<file path="config.mk">
export PLATFORM = sky130hd
export DESIGN_NAME = gpe_bank_top
export DESIGN_NICKNAME = d
export VERILOG_FILES = /design/src/rtl/gpe_pkg.sv /design/src/rtl/gpe_addr_dec.sv /design/src/rtl/gpe_bank.sv /design/src/rtl/gpe_bank_top.sv
export SDC_FILE = /design/constraint.sdc
export NUM_CORES = 1
export LEC_CHECK = 0
export BUFFER_PORTS_ARGS = -buffer_cell sky130_fd_sc_hd__clkbuf_2
export CAP_MARGIN = 40
export CELL_PAD_IN_SITES_DETAIL_PLACEMENT = 1
export CELL_PAD_IN_SITES_GLOBAL_PLACEMENT = 1
export CORE_MARGIN = 4
export CORE_UTILIZATION = 41
export CTS_BUF_LIST = sky130_fd_sc_hd__clkbuf_8
export DETAILED_ROUTE_END_ITERATION = 16
export GPL_TIMING_DRIVEN = 0
export PLACE_DENSITY = 0.87
export SYNTH_ARGS = -nofsm -noshare
export SYNTH_HDL_FRONTEND = slang
export SYNTH_SLANG_ARGS = --single-unit
</file>
<file path="constraint.sdc">
create_clock -name clk -period 1.3 [get_ports clk]
set_clock_uncertainty 0.1 [all_clocks]
set_input_delay 0.26 -clock clk [delete_from_list [all_inputs] [get_ports clk]]
set_output_delay 0.26 -clock clk [all_outputs]
set_load 0.03 [all_outputs]
</file>
<file path="src/rtl/gpe_pkg.sv">
package gpe_pkg;
    localparam int BYTE_W = 8;

    typedef enum logic [1:0] {
        RGN_STATUS  = 2'd0,
        RGN_ENABLE  = 2'd1,
        RGN_ILLEGAL = 2'd2
    } gpe_rgn_e;
endpackage

</file>
<file path="src/rtl/gpe_addr_dec.sv">
module gpe_addr_dec
    import gpe_pkg::*;
#(
    parameter int LEN    = 4,
    parameter int ADDR_W = 4,
    localparam int HALF  = LEN / 2,
    localparam int IDX_W = (HALF > 1) ? $clog2(HALF) : 1
) (
    input  logic [ADDR_W-1:0] addr,
    output gpe_rgn_e          rgn,
    output logic [IDX_W-1:0]  idx
);
    logic [ADDR_W-1:0] en_off;

    always_comb begin
        en_off = addr - ADDR_W'(HALF);
        if (addr < ADDR_W'(HALF)) begin
            rgn = RGN_STATUS;
            idx = addr[IDX_W-1:0];
        end else if (addr < ADDR_W'(LEN)) begin
            rgn = RGN_ENABLE;
            idx = en_off[IDX_W-1:0];
        end else begin
            rgn = RGN_ILLEGAL;
            idx = '0;
        end
    end
endmodule

</file>
<file path="src/rtl/gpe_bank.sv">
module gpe_bank
    import gpe_pkg::*;
#(
    parameter int HALF   = 2,
    parameter int IDX_W  = 1,
    localparam int FLAT_W = HALF * BYTE_W
) (
    input  logic              clk,
    input  logic              rst_n,
    input  logic              sts_wr,
    input  logic              en_wr,
    input  logic [IDX_W-1:0]  idx,
    input  logic [BYTE_W-1:0] wdata,
    input  logic [BYTE_W-1:0] evt,
    input  logic              bad_acc,
    output logic [FLAT_W-1:0] sts_o,
    output logic [FLAT_W-1:0] en_o,
    output logic              err_o,
    output logic              pending_o
);
    typedef struct packed {
        logic [HALF-1:0][BYTE_W-1:0] sts;
        logic [HALF-1:0][BYTE_W-1:0] en;
        logic                        err;
    } bank_t;

    bank_t s_d, s_q;

    always_comb begin
        s_d = s_q;
        if (sts_wr) begin
            s_d.sts[idx] = s_q.sts[idx] & ~wdata;
        end
        if (en_wr) begin
            s_d.en[idx] = wdata;
        end
        // events are applied after the clear, so they win on byte 0
        s_d.sts[0] = s_d.sts[0] | evt;
        s_d.err    = bad_acc;
    end

    always_ff @(posedge clk or negedge rst_n) begin
        if (!rst_n) begin
            s_q <= '0;
        end else begin
            s_q <= s_d;
        end
    end

    for (genvar g = 0; g < HALF; g++) begin : g_flat
        assign sts_o[g*BYTE_W +: BYTE_W] = s_q.sts[g];
        assign en_o[g*BYTE_W +: BYTE_W]  = s_q.en[g];
    end

    assign err_o     = s_q.err;
    assign pending_o = |(s_q.sts[0] & s_q.en[0]);

    AST_W1C_CLEAR: assert property (@(posedge clk) disable iff (!rst_n)
        (sts_wr && evt == '0) |=> s_q.sts[$past(idx)] == ($past(s_q.sts[idx]) & ~$past(wdata)));
    AST_EN_LOAD: assert property (@(posedge clk) disable iff (!rst_n)
        en_wr |=> s_q.en[$past(idx)] == $past(wdata));
    AST_EVT_STICKY: assert property (@(posedge clk) disable iff (!rst_n)
        (evt != '0) |=> (s_q.sts[0] & $past(evt)) == $past(evt));
    AST_PEND_CAUSE: assert property (@(posedge clk) disable iff (!rst_n)
        $rose(pending_o) |-> ($past(evt) != '0 || $past(en_wr)));
endmodule

</file>
<file path="src/rtl/gpe_bank_top.sv">
module gpe_bank_top
    import gpe_pkg::*;
#(
    parameter int LEN    = 4,
    parameter int ADDR_W = 4
) (
    input  logic              clk,
    input  logic              rst_n,
    input  logic              acc_valid,
    input  logic              acc_write,
    input  logic [ADDR_W-1:0] acc_addr,
    input  logic [7:0]        acc_wdata,
    output logic [7:0]        acc_rdata,
    output logic              acc_err,
    input  logic [7:0]        evt_set,
    output logic              gpe_pending
);
    localparam int HALF   = LEN / 2;
    localparam int IDX_W  = (HALF > 1) ? $clog2(HALF) : 1;
    localparam int FLAT_W = HALF * BYTE_W;

    gpe_rgn_e          rgn;
    logic [IDX_W-1:0]  idx;
    logic [FLAT_W-1:0] sts_flat;
    logic [FLAT_W-1:0] en_flat;
    logic              sts_wr, en_wr, bad_acc;

    gpe_addr_dec #(.LEN(LEN), .ADDR_W(ADDR_W)) u_dec (
        .addr (acc_addr),
        .rgn  (rgn),
        .idx  (idx)
    );

    always_comb begin
        sts_wr  = acc_valid && acc_write && (rgn == RGN_STATUS);
        en_wr   = acc_valid && acc_write && (rgn == RGN_ENABLE);
        bad_acc = acc_valid && (rgn == RGN_ILLEGAL);
        case (rgn)
            RGN_STATUS: acc_rdata = sts_flat[int'(idx)*BYTE_W +: BYTE_W];
            RGN_ENABLE: acc_rdata = en_flat[int'(idx)*BYTE_W +: BYTE_W];
            default:    acc_rdata = '0;
        endcase
    end

    gpe_bank #(.HALF(HALF), .IDX_W(IDX_W)) u_bank (
        .clk       (clk),
        .rst_n     (rst_n),
        .sts_wr    (sts_wr),
        .en_wr     (en_wr),
        .idx       (idx),
        .wdata     (acc_wdata),
        .evt       (evt_set),
        .bad_acc   (bad_acc),
        .sts_o     (sts_flat),
        .en_o      (en_flat),
        .err_o     (acc_err),
        .pending_o (gpe_pending)
    );

    AST_BAD_ERR: assert property (@(posedge clk) disable iff (!rst_n)
        (acc_valid && acc_addr >= ADDR_W'(LEN)) |=> acc_err);
    AST_ERR_CAUSE: assert property (@(posedge clk) disable iff (!rst_n)
        acc_err |-> $past(acc_valid && acc_addr >= ADDR_W'(LEN)));
    AST_BAD_RD_ZERO: assert property (@(posedge clk) disable iff (!rst_n)
        (acc_addr >= ADDR_W'(LEN)) |-> acc_rdata == 8'h00);
    AST_BAD_WR_KEEP: assert property (@(posedge clk) disable iff (!rst_n)
        (acc_valid && acc_write && acc_addr >= ADDR_W'(LEN)) |=> $stable(en_flat));
    AST_IDLE_KEEP: assert property (@(posedge clk) disable iff (!rst_n)
        (!acc_valid && evt_set == 8'h00) |=> ($stable(en_flat) && $stable(sts_flat)));
endmodule

</file>
==> summary.md, run 1 <==
* **outcome** finished, violations left
* **violations in the final reports** negative setup slack
* **Detailed Place HPWL** 3.05 mm
* **antenna violations before repair** 0
* **category of the worst setup path capture point** primary output
* **Gate Count Post-Synth** 122
* **total via count after detailed routing** 1,259
* **footprint of the flip-flops and latches** 826 µm²
* **number of cells in the finished layout apart from fillers** 231
* **Net count, final** 206
* **die height** 71.0 µm
* **share of layout cells above drive strength 1** 0.568
* **Worst-path clk slew** 70 ps
* **Routed WL per cell** 20.4 µm
* **commonest cells after routing, fill and taps aside** sky130_fd_sc_hd__dfrtp_1, sky130_fd_sc_hd__buf_4, sky130_fd_sc_hd__clkbuf_2, sky130_fd_sc_hd__mux2_2
* **final-report setup violation count** 9
* **design internal power** 1.86 mW
* **total power draw** 2.56 mW
* **part of the power in registers** 0.463
* **post-layout util** 0.619
* **residual DRC count** 0
* **dpl cell area** 1950 µm²
* **maximum fanout encountered on the critical timing path** 2
* **CP Launch Type** flip-flop
* **Max transition margin** 0.684
* **clock network power share** 0.286
* **CP Data Arrival Time** 1420 ps
* **worst IR drop on VDD** 0.560 mV
* **number of port buffers** 31
* **count of pins on the block boundary** 34
* **most common cell after layout, fill and taps aside** sky130_fd_sc_hd__dfrtp_1
* **worst min-delay path category** in -> reg
* **RSZ-0062 raised after global routing** true
* **first drt pass iteration count** 4
* **post-synthesis cell type count** 23
* **post-detailed-routing wire length** 4.70 mm
* **per-cell via count in the routed design** 5.45
* **number of nets with antenna violations after routing** 0
* **TritonCTS clock tree** yes
* **post-route cell area** 2320 µm²
* **final worst slack** -477 ps
* **Initial Util** 0.434
* **horizontal die dimension** 71.0 µm
* **Setup Total Neg Slack** -4170 ps
* **Yosys warning count** 0
* **mean instance size in the synthesized netlist** 13.3 µm²
* **H-tree levels** 2
* **area of the multi-input gates** 831 µm²
* **clock insertion delay at the later pin of the skew report** 280 ps
* **Crit Path Category** reg -> out
* **Net Sw Frac** 0.274
* **Clock Tree Buf Depth** 2
* **critical path data required time** 940 ps
* **number of buffers created by CTS** 5
* **PwrDens** 1110 nW/µm²
* **final period utilization** 1.37
* **layout overhead on the synthesized area** 42.6%
* **number of global-route vias before repair** 1,440
* **switching power summed over all nets** 703 µW
* **number of flip-flops and latches in the synthesized netlist** 33
* **max-slew violation count** 0
* **sum of overflow across all layers after global routing** 0
* **total of fill cells in the finished design** 397
* **wire length of the first global-routing pass** 7.48 mm
* **die area** 5040 µm²
* **number of placement rows** 22
* **cell count after placement** 201
* **synthesized cell area** 1630 µm²
* **number of design-rule violations left by the first detailed-router iteration** 78
* **shortest clock period the worst path allows after layout** 1780 ps
* **Fmax achieved** 0.563 GHz
* **LEAKAGE** 1.06 nW
* **pin count of the biggest net entering global routing** 34
* **sequential cell area fraction in the yosys report** 0.508
* **aggregate global-route resource usage** 0.196
* **max-capacitance violation count** 0
* **placeable core region** 3740 µm²
* **gpl congestion** 0.775
* **# diodes** 0
* **combinational share of power** 0.251
* **net count after synthesis** 146
* **root buf cell** sky130_fd_sc_hd__clkbuf_8
* **final-report hold violation count** 0
* **clk sinks** 33
* **transition time at the pin with the least slew margin** 474 ps
## final cells by class
| class | instances | area share |
|---|---|---|
| clock inverters | 3 | 0.00486 |
| repair buffers | 54 | 0.184 |
| clock buffers | 5 | 0.0297 |
| well taps | 48 | 0.0259 |
| multi-input cells | 81 | 0.358 |
| flip-flops and latches | 33 | 0.356 |
| plain buffers | 7 | 0.0410 |
## layer usage
layer  track usage  vias up  wire, µm
li1              -      562         -
met2         0.342       30      2430
met1         0.242      660      2040
met5             0        -         0
met3        0.0483        7       179
met4        0.0501        0        49
## sequential cells by signal (all words and copies together), names as in the netlist
signal and flops:
u_bank.en_o 16, u_bank.sts_o 16, u_bank.err_o 1
## Yosys cell counts
master | count | area (µm²)
sky130_fd_sc_hd__buf_6 | 2 | 22.5
sky130_fd_sc_hd__mux4_2 | 8 | 180
sky130_fd_sc_hd__nand2_1 | 5 | 18.8
sky130_fd_sc_hd__nand3b_1 | 1 | 7.51
sky130_fd_sc_hd__and2_1 | 1 | 6.26
sky130_fd_sc_hd__mux2_2 | 16 | 180
sky130_fd_sc_hd__nand4_1 | 1 | 6.26
sky130_fd_sc_hd__nand3b_4 | 1 | 20.0
sky130_fd_sc_hd__nand3_1 | 1 | 5.00
sky130_fd_sc_hd__and3_1 | 1 | 6.26
sky130_fd_sc_hd__a21o_1 | 8 | 60.1
sky130_fd_sc_hd__dfrtp_1 | 33 | 826
sky130_fd_sc_hd__buf_2 | 3 | 15.0
sky130_fd_sc_hd__buf_4 | 2 | 15.0
sky130_fd_sc_hd__and4bb_1 | 1 | 12.5
sky130_fd_sc_hd__nor3b_1 | 5 | 37.5
sky130_fd_sc_hd__clkbuf_1 | 1 | 3.75
sky130_fd_sc_hd__nor2_1 | 9 | 33.8
sky130_fd_sc_hd__o21a_1 | 8 | 60.1
sky130_fd_sc_hd__nand4bb_1 | 2 | 22.5
sky130_fd_sc_hd__or2_2 | 1 | 6.26
sky130_fd_sc_hd__nor2b_1 | 8 | 50.1
sky130_fd_sc_hd__a22oi_1 | 4 | 30.0
## repair_timing
action | in CTS | in global routing
pin swaps | 1 | 3
hold buffers | 1 | 0
buffers inserted | 17 | 5
endpoints found under the hold margin | 33 | 0
resized for setup | 19 | 17
setup endpoints to repair | 17 | 46
## cells by family (layout without fill, tap and decap cells)
kind of cell	Yosys count	after routing	synth area share
AO/OA/AOI/OAI	20	20	0.0924
buffers and inverters	8	69	0.0346
AND/OR/NAND/NOR	37	37	0.143
flip-flops	33	33	0.508
multiplexers	24	24	0.222
## power by group through the flow
stage	combinational [mW]	sequential, mW	clock [mW]
after detailed placement	0.466	1.21	0
after global placement	0.445	1.20	0
final	0.643	1.19	0.732
after CTS	0.581	1.18	0.738
after floorplan	0.330	1.19	0
after global routing	0.686	1.20	0.800
## critical path: stages, from the launching register on
cell and delay [ps]:
sky130_fd_sc_hd__dfrtp_1 380, sky130_fd_sc_hd__mux4_2 470, sky130_fd_sc_hd__nor2b_4 150, sky130_fd_sc_hd__buf_8 130
## metrics by stage
stage | hold WS [ps] | setup slack (ps)
after floorplan | -136 | -79.7
after global placement | 280 | -350
after detailed placement | 299 | -435
after CTS | 54.7 | -494
after global routing | 51.5 | -533
final | 62.4 | -477
## final timing paths
| kind | start | end | slack, ps | cells past startpoint |
|---|---|---|---|---|
| worst min register to register | u_bank.sts_o[11] | u_bank.sts_o[11] | 390 | 1 |
| worst max register to register | u_bank.en_o[0] | u_bank.en_o[0] | 290 | 2 |
| worst max-delay path | u_bank.en_o[8] | acc_rdata[0] | -480 | 3 |
| worst min-delay path | evt_set[6] | u_bank.sts_o[6] | 60 | 2 |
| min in group asynchronous | rst_n | u_bank.en_o[12] | 390 | 2 |
| max in group asynchronous | rst_n | u_bank.en_o[7] | 370 | 2 |
No activity file was read; power rests on OpenSTA's default activity.
==> run 2, diff against run 1 <==
Settings changed: CORE_MARGIN 4 to unset.
==> summary.md, run 2 (synthesis results as in run 1) <==
* **CP top delay family** multiplexers
* **LEAKAGE** 1.05 nW, -0.46%
* **cell count after placement** 201, unchanged
* **share of layout cells above drive strength 1** 0.575, +0.00628
* **most common cell after layout, fill and taps aside** sky130_fd_sc_hd__dfrtp_1
* **cell with the biggest individual delay on the critical path** sky130_fd_sc_hd__mux4_2
* **antenna violations before repair** 0, unchanged
* **capture instance of the worst register-to-register path** u_bank.en_o[8]
* **number of cells in the finished layout apart from fillers** 229, -0.87%
* **worst path cell trace** mux4_2, nor2b_4, buf_8
* **Net Sw Frac** 0.265, -0.00952
* **sum of overflow across all layers after global routing** 0, unchanged
* **area of the multi-input gates** 826 µm², -0.60%
* **TritonCTS clock tree** yes
* **combinational share of power** 0.247, -0.004
* **residual DRC count** 0, unchanged
* **RSZ-0062 raised after global routing** true
* **max-capacitance violation count** 0, unchanged
* **Setup WS pre-CTS** -433 ps, +2.11 ps
* **first drt pass iteration count** 4, unchanged
* **clk sinks** 33, unchanged
* **post-detailed-routing wire length** 4.40 mm, -6.5%
* **Initial Util** 0.434, unchanged
* **# diodes** 0, unchanged
* **number of global-route vias before repair** 1,363, -5.3%
* **number of port buffers** 31, unchanged
* **switching power summed over all nets** 665 µW, -5.5%
* **Net count, final** 206, unchanged
* **clock insertion delay at the later pin of the skew report** 280 ps, about the same
* **reg-to-reg slack, setup** 210 ps, -80 ps
* **design internal power** 1.85 mW, -0.79%
* **critical path data required time** 940 ps, about the same
* **shortest clock period the worst path allows after layout** 1780 ps, +2.36 ps
* **Crit Path Category** reg -> out
* **start point of the worst hold path** evt_set[5]
* **number of placement rows** 22, unchanged
* **number of nets with antenna violations after routing** 0, unchanged
* **wire length of the first global-routing pass** 7.33 mm, -1.9%
* **max-slew violation count** 0, unchanged
* **total via count after detailed routing** 1,223, -2.9%
* **Worst-path clk slew** 60 ps, about the same
* **maximum fanout encountered on the critical timing path** 2, unchanged
* **final period utilization** 1.37, +0.00182
* **number of buffers and inverters on the critical path** 1, unchanged
* **final-report hold violation count** 0, unchanged
* **transition time at the pin with the least slew margin** 461 ps, -13.0 ps
* **CP Launch Type** flip-flop
* **PwrDens** 1080 nW/µm², -2.0%
* **Routed WL per cell** 19.2 µm, -5.7%
* **commonest cells after routing, fill and taps aside** sky130_fd_sc_hd__dfrtp_1, sky130_fd_sc_hd__clkbuf_2, sky130_fd_sc_hd__buf_4, sky130_fd_sc_hd__mux2_2
* **root buf cell** sky130_fd_sc_hd__clkbuf_8
* **Detailed Place HPWL** 2.86 mm, -6.4%
* **layout overhead on the synthesized area** 42.6%, about the same
* **final-report setup violation count** 9, unchanged
* **total of fill cells in the finished design** 388, -2.3%
* **worst IR drop on VDD** 0.800 mV, +43%
* **Max transition margin** 0.693, +0.00869
* **maximum cell stage delay along the critical path** 480 ps, about the same
* **die height** 65.0 µm, -8.5%
* **violations in the final reports** negative setup slack
* **part of the power in registers** 0.473, +0.010
* **Setup Total Neg Slack** -4150 ps, +20.1 ps
* **worst min-delay path category** in -> reg
* **number of design-rule violations left by the first detailed-router iteration** 30, -62%
* **gpl congestion** 0.787, +1.5%
* **horizontal die dimension** 65.0 µm, -8.5%
* **worst hold path endpoint** u_bank.sts_o[5]
* **aggregate global-route resource usage** 0.247, +0.0508
* **total power draw** 2.51 mW, -2.1%
* **category of the worst setup path capture point** primary output
* **count of pins on the block boundary** 34, unchanged
* **clock network power share** 0.280, -0.006
* **worst hold stages** 2, unchanged
* **Clock Tree Buf Depth** 2, unchanged
* **Fmax achieved** 0.562 GHz, -0.13%
* **number of buffers created by CTS** 5, unchanged
* **die area** 4220 µm², -16%
* **pin count of the biggest net entering global routing** 34, unchanged
* **per-cell via count in the routed design** 5.34, -2.0%
* **placeable core region** 3740 µm², unchanged
* **outcome** finished, violations left
* **post-layout util** 0.619, about the same
* **Reg2Reg Launch Point** u_bank.en_o[8]
* **CP Data Arrival Time** 1420 ps, about the same
* **footprint of the flip-flops and latches** 826 µm², unchanged
* **cells on worst reg2reg path** 3, +1
* **H-tree levels** 2, unchanged
* **final worst slack** -480 ps, -2.36 ps
run 2: cell types whose count changed in the layout (fill, tap and decap cells not counted):
cell	before	now
sky130_fd_sc_hd__clkinv_2	0	1
sky130_fd_sc_hd__inv_1	3	0
sky130_fd_sc_hd__buf_4	21	19
sky130_fd_sc_hd__clkbuf_8	5	6
sky130_fd_sc_hd__buf_6	5	6
sky130_fd_sc_hd__and3_1	0	1
sky130_fd_sc_hd__and3_4	1	0
run 2: final cells by class:
class | count | share of cell area
Tap cell | 48 | 0.0259
Timing Repair Buffer | 53 | 0.184
Clock inverter | 1 | 0.00216
Clock buffer | 5 | 0.0297
Sequential cell | 33 | 0.356
Multi-Input combinational cell | 81 | 0.356
Buffer | 8 | 0.0459
run 2: per-layer routing:
metal,GRT usage,up-vias,part of all wire
met2,0.432,31,0.54
met5,0,-,0
met1,0.302,621,0.40
li1,-,564,-
met4,0.0667,0,0.011
met3,0.0563,7,0.044
run 2: worst reg2reg max path, stage by stage (launching register included):
cell and delay [ps]:
sky130_fd_sc_hd__dfrtp_1 380, sky130_fd_sc_hd__buf_4 130, sky130_fd_sc_hd__buf_4 120, sky130_fd_sc_hd__mux2_2 250
run 2: per-stage QoR:
step	hold WS, ps	cell area, µm²
floorplan	-136	1740
global placement	284	1950
detailed placement	287	1950
CTS	51.6	2270
global route	56.0	2320
finish	52.9	2320
run 2: worst max-delay path by stage:
| stage | start | end | slack, ps | cells after the start |
|---|---|---|---|---|
| 6_report | u_bank.en_o[13] | acc_rdata[5] | -480 | 3 |
| 5_1_grt | u_bank.en_o[13] | acc_rdata[5] | -520 | 3 |
| 4_1_cts | u_bank.en_o[13] | acc_rdata[5] | -510 | 3 |
| 3_5_place_dp | acc_addr[3] | u_bank.sts_o[15] | -430 | 5 |
| 3_3_place_gp | acc_addr[3] | u_bank.sts_o[15] | -340 | 5 |
| 2_1_floorplan | acc_addr[1] | acc_rdata[0] | -80 | 3 |
run 2: power by group through the flow:
stage                     registers (mW)  clock network, mW  logic [mW]
after global placement              1.20                  0       0.444
after detailed placement            1.21                  0       0.465
after global routing                1.20              0.755       0.664
final                               1.19              0.703       0.620
after floorplan                     1.19                  0       0.330
after CTS                           1.19              0.713       0.585
run 2: what timing repair did:
| item | in CTS | in global routing |
|---|---|---|
| hold buffers | 1 | 0 |
| endpoints found under the setup margin | 17 | 42 |
| endpoints found under the hold margin | 33 | 0 |
| resized for setup | 23 | 12 |
| pin swaps | 3 | 3 |
| setup buffers | 18 | 3 |
==> run 3, diff against run 2 <==
Settings changed: CORE_UTILIZATION 41 to 45, HOLD_SLACK_MARGIN set to 0.1, PLACE_DENSITY 0.87 to 0.9.
Clock period 1.3 ns to 2 ns, I/O delays scaled along.
==> summary.md, run 3 (synthesis results as in run 1) <==
* **most common cell after layout, fill and taps aside** sky130_fd_sc_hd__dfrtp_1
* **horizontal die dimension** 62.1 µm, -4.4%
* **PwrDens** 801 nW/µm², -26%
* **number of buffers created by CTS** 5, unchanged
* **capture instance of the worst register-to-register path** u_bank.en_o[4]
* **maximum fanout encountered on the critical timing path** 3, +1
* **count of pins on the block boundary** 34, unchanged
* **Routed WL per cell** 18.7 µm, -2.4%
* **Setup Total Neg Slack** 0 ps, +4150 ps
* **per-cell via count in the routed design** 5.52, +3.4%
* **max-capacitance violation count** 0, unchanged
* **post-layout util** 0.593, -0.0261
* **start point of the critical path** u_bank.sts_o[3]
* **number of nets with antenna violations after routing** 0, unchanged
* **CP Launch Type** flip-flop
* **share of layout cells above drive strength 1** 0.476, -0.0987
* **Setup WS pre-CTS** -140 ps, +294 ps
* **Crit Path Category** reg -> out
* **transition time at the pin with the least slew margin** 848 ps, +387 ps
* **category of the worst setup path capture point** primary output
* **shortest clock period the worst path allows after layout** 1960 ps
* **number of hold buffers added after cts** 0, -1
* **cells on worst reg2reg path** 2, -1
* **layout overhead on the synthesized area** 23.6%
* **clk sinks** 33, unchanged
* **aggregate global-route resource usage** 0.232, -0.0142
* **LEAKAGE** 0.917 nW, -13%
* **# diodes** 0, unchanged
* **die height** 62.1 µm, -4.4%
* **Worst-path clk slew** 70 ps, about the same
* **number of design-rule violations left by the first detailed-router iteration** 34, +13%
* **final worst slack** 39.5 ps, +519 ps
* **wire length of the first global-routing pass** 6.62 mm, -9.7%
* **root buf cell** sky130_fd_sc_hd__clkbuf_8
* **worst min-delay path category** in -> async
* **sum of overflow across all layers after global routing** 0, unchanged
* **TritonCTS clock tree** yes
* **RSZ-0062 raised after global routing** true
* **placeable core region** 3390 µm², -9.5%
* **Clock Tree Buf Depth** 2, unchanged
* **number of global-route vias before repair** 1,308, -4.0%
* **area of the multi-input gates** 751 µm², -9.1%
* **pin count of the biggest net entering global routing** 34, unchanged
* **commonest cells after routing, fill and taps aside** sky130_fd_sc_hd__dfrtp_1, sky130_fd_sc_hd__clkbuf_2, sky130_fd_sc_hd__mux2_2, sky130_fd_sc_hd__buf_4, sky130_fd_sc_hd__nor2_1
* **worst IR drop on VDD** 0.657 mV, -18%
* **footprint of the flip-flops and latches** 826 µm², unchanged
* **final-report hold violation count** 0, unchanged
* **outcome** finished clean
* **Fmax achieved** 0.510 GHz
* **number of port buffers** 31, unchanged
* **Detailed Place HPWL** 2.81 mm, -1.8%
* **total of fill cells in the finished design** 363, -6.4%
* **H-tree levels** 2, unchanged
* **total via count after detailed routing** 1,171, -4.3%
* **gpl congestion** 0.839, +6.6%
* **CP Data Arrival Time** 1460 ps, +40 ps
* **critical path data required time** 1500 ps, +560 ps
* **max-slew violation count** 0, unchanged
* **cell count after placement** 199, -1.0%
* **Initial Util** 0.480, +0.0454
* **post-detailed-routing wire length** 3.97 mm, -9.6%
* **post-route cell area** 2010 µm², -13%
* **clock insertion delay at the later pin of the skew report** 290 ps, about the same
* **Reg2Reg Launch Point** u_bank.en_o[4]
* **first drt pass iteration count** 4, unchanged
* **dpl cell area** 1840 µm², -5.9%
* **number of placement rows** 21, -4.5%
* **Net count, final** 189, -8.3%
* **die area** 3860 µm², -8.6%
* **final-report setup violation count** 0, -9
* **capturing element of the worst setup path** acc_rdata[3]
* **antenna violations before repair** 0, unchanged
* **residual DRC count** 0, unchanged
* **number of cells in the finished layout apart from fillers** 212, -7.4%
* **final period utilization** 0.980
* **Max transition margin** 0.434, -0.258
* **reg-to-reg slack, setup** 1000 ps, +790 ps
[run 3: area by class of cell]
class,count,area share
plain buffers,7,0.0324
clock inverters,1,0.00249
clock buffers,7,0.0479
flip-flops and latches,33,0.411
repair buffers,37,0.104
multi-input cells,81,0.374
well taps,46,0.0286
[run 3: worst min path at each step]
stage / depth (start not counted) / start / end / slack [ps]
global route: 1 / rst_n / u_bank.en_o[15] / 160
floorplan: 0 / rst_n / u_bank.en_o[0] / 4
CTS: 1 / rst_n / u_bank.en_o[15] / 120
global placement: 1 / u_bank.sts_o[12] / u_bank.sts_o[12] / 360
detailed placement: 1 / u_bank.sts_o[12] / u_bank.sts_o[12] / 370
finish: 1 / rst_n / u_bank.sts_o[7] / 110
[run 3: per-stage QoR]
step                      power [mW]  hold slack, ps
after floorplan                0.953            4.41
after global placement          1.03             362
after detailed placement        1.06             374
after CTS                       1.61             124
after global routing            1.68             159
final                           1.61             112
[run 3: critical path, cell delays in order (launching register included)]
cell                      delay [ps]
sky130_fd_sc_hd__dfrtp_1         410
sky130_fd_sc_hd__mux4_2          460
sky130_fd_sc_hd__nor2b_1         140
sky130_fd_sc_hd__buf_4           170
[run 3: report_power, final]
group	switching, mW	total (mW)	internal (mW)
clock network	0.236	0.547	0.311
logic	0.134	0.286	0.152
registers	0.0431	0.776	0.733
[run 3: metal layers]
metal	share of wire	track usage	wire length, µm
met5	0	0	0
met1	0.42	0.275	1650
met2	0.52	0.409	2050
met3	0.057	0.0662	225
met4	0.012	0.0698	48
[run 3: repair_timing]
action | 4_1_cts | 5_1_grt
gates resized for setup | 3 | 14
cloned | 0 | 0
setup buffers | 0 | 6
endpoints found under the setup margin | 3 | 7
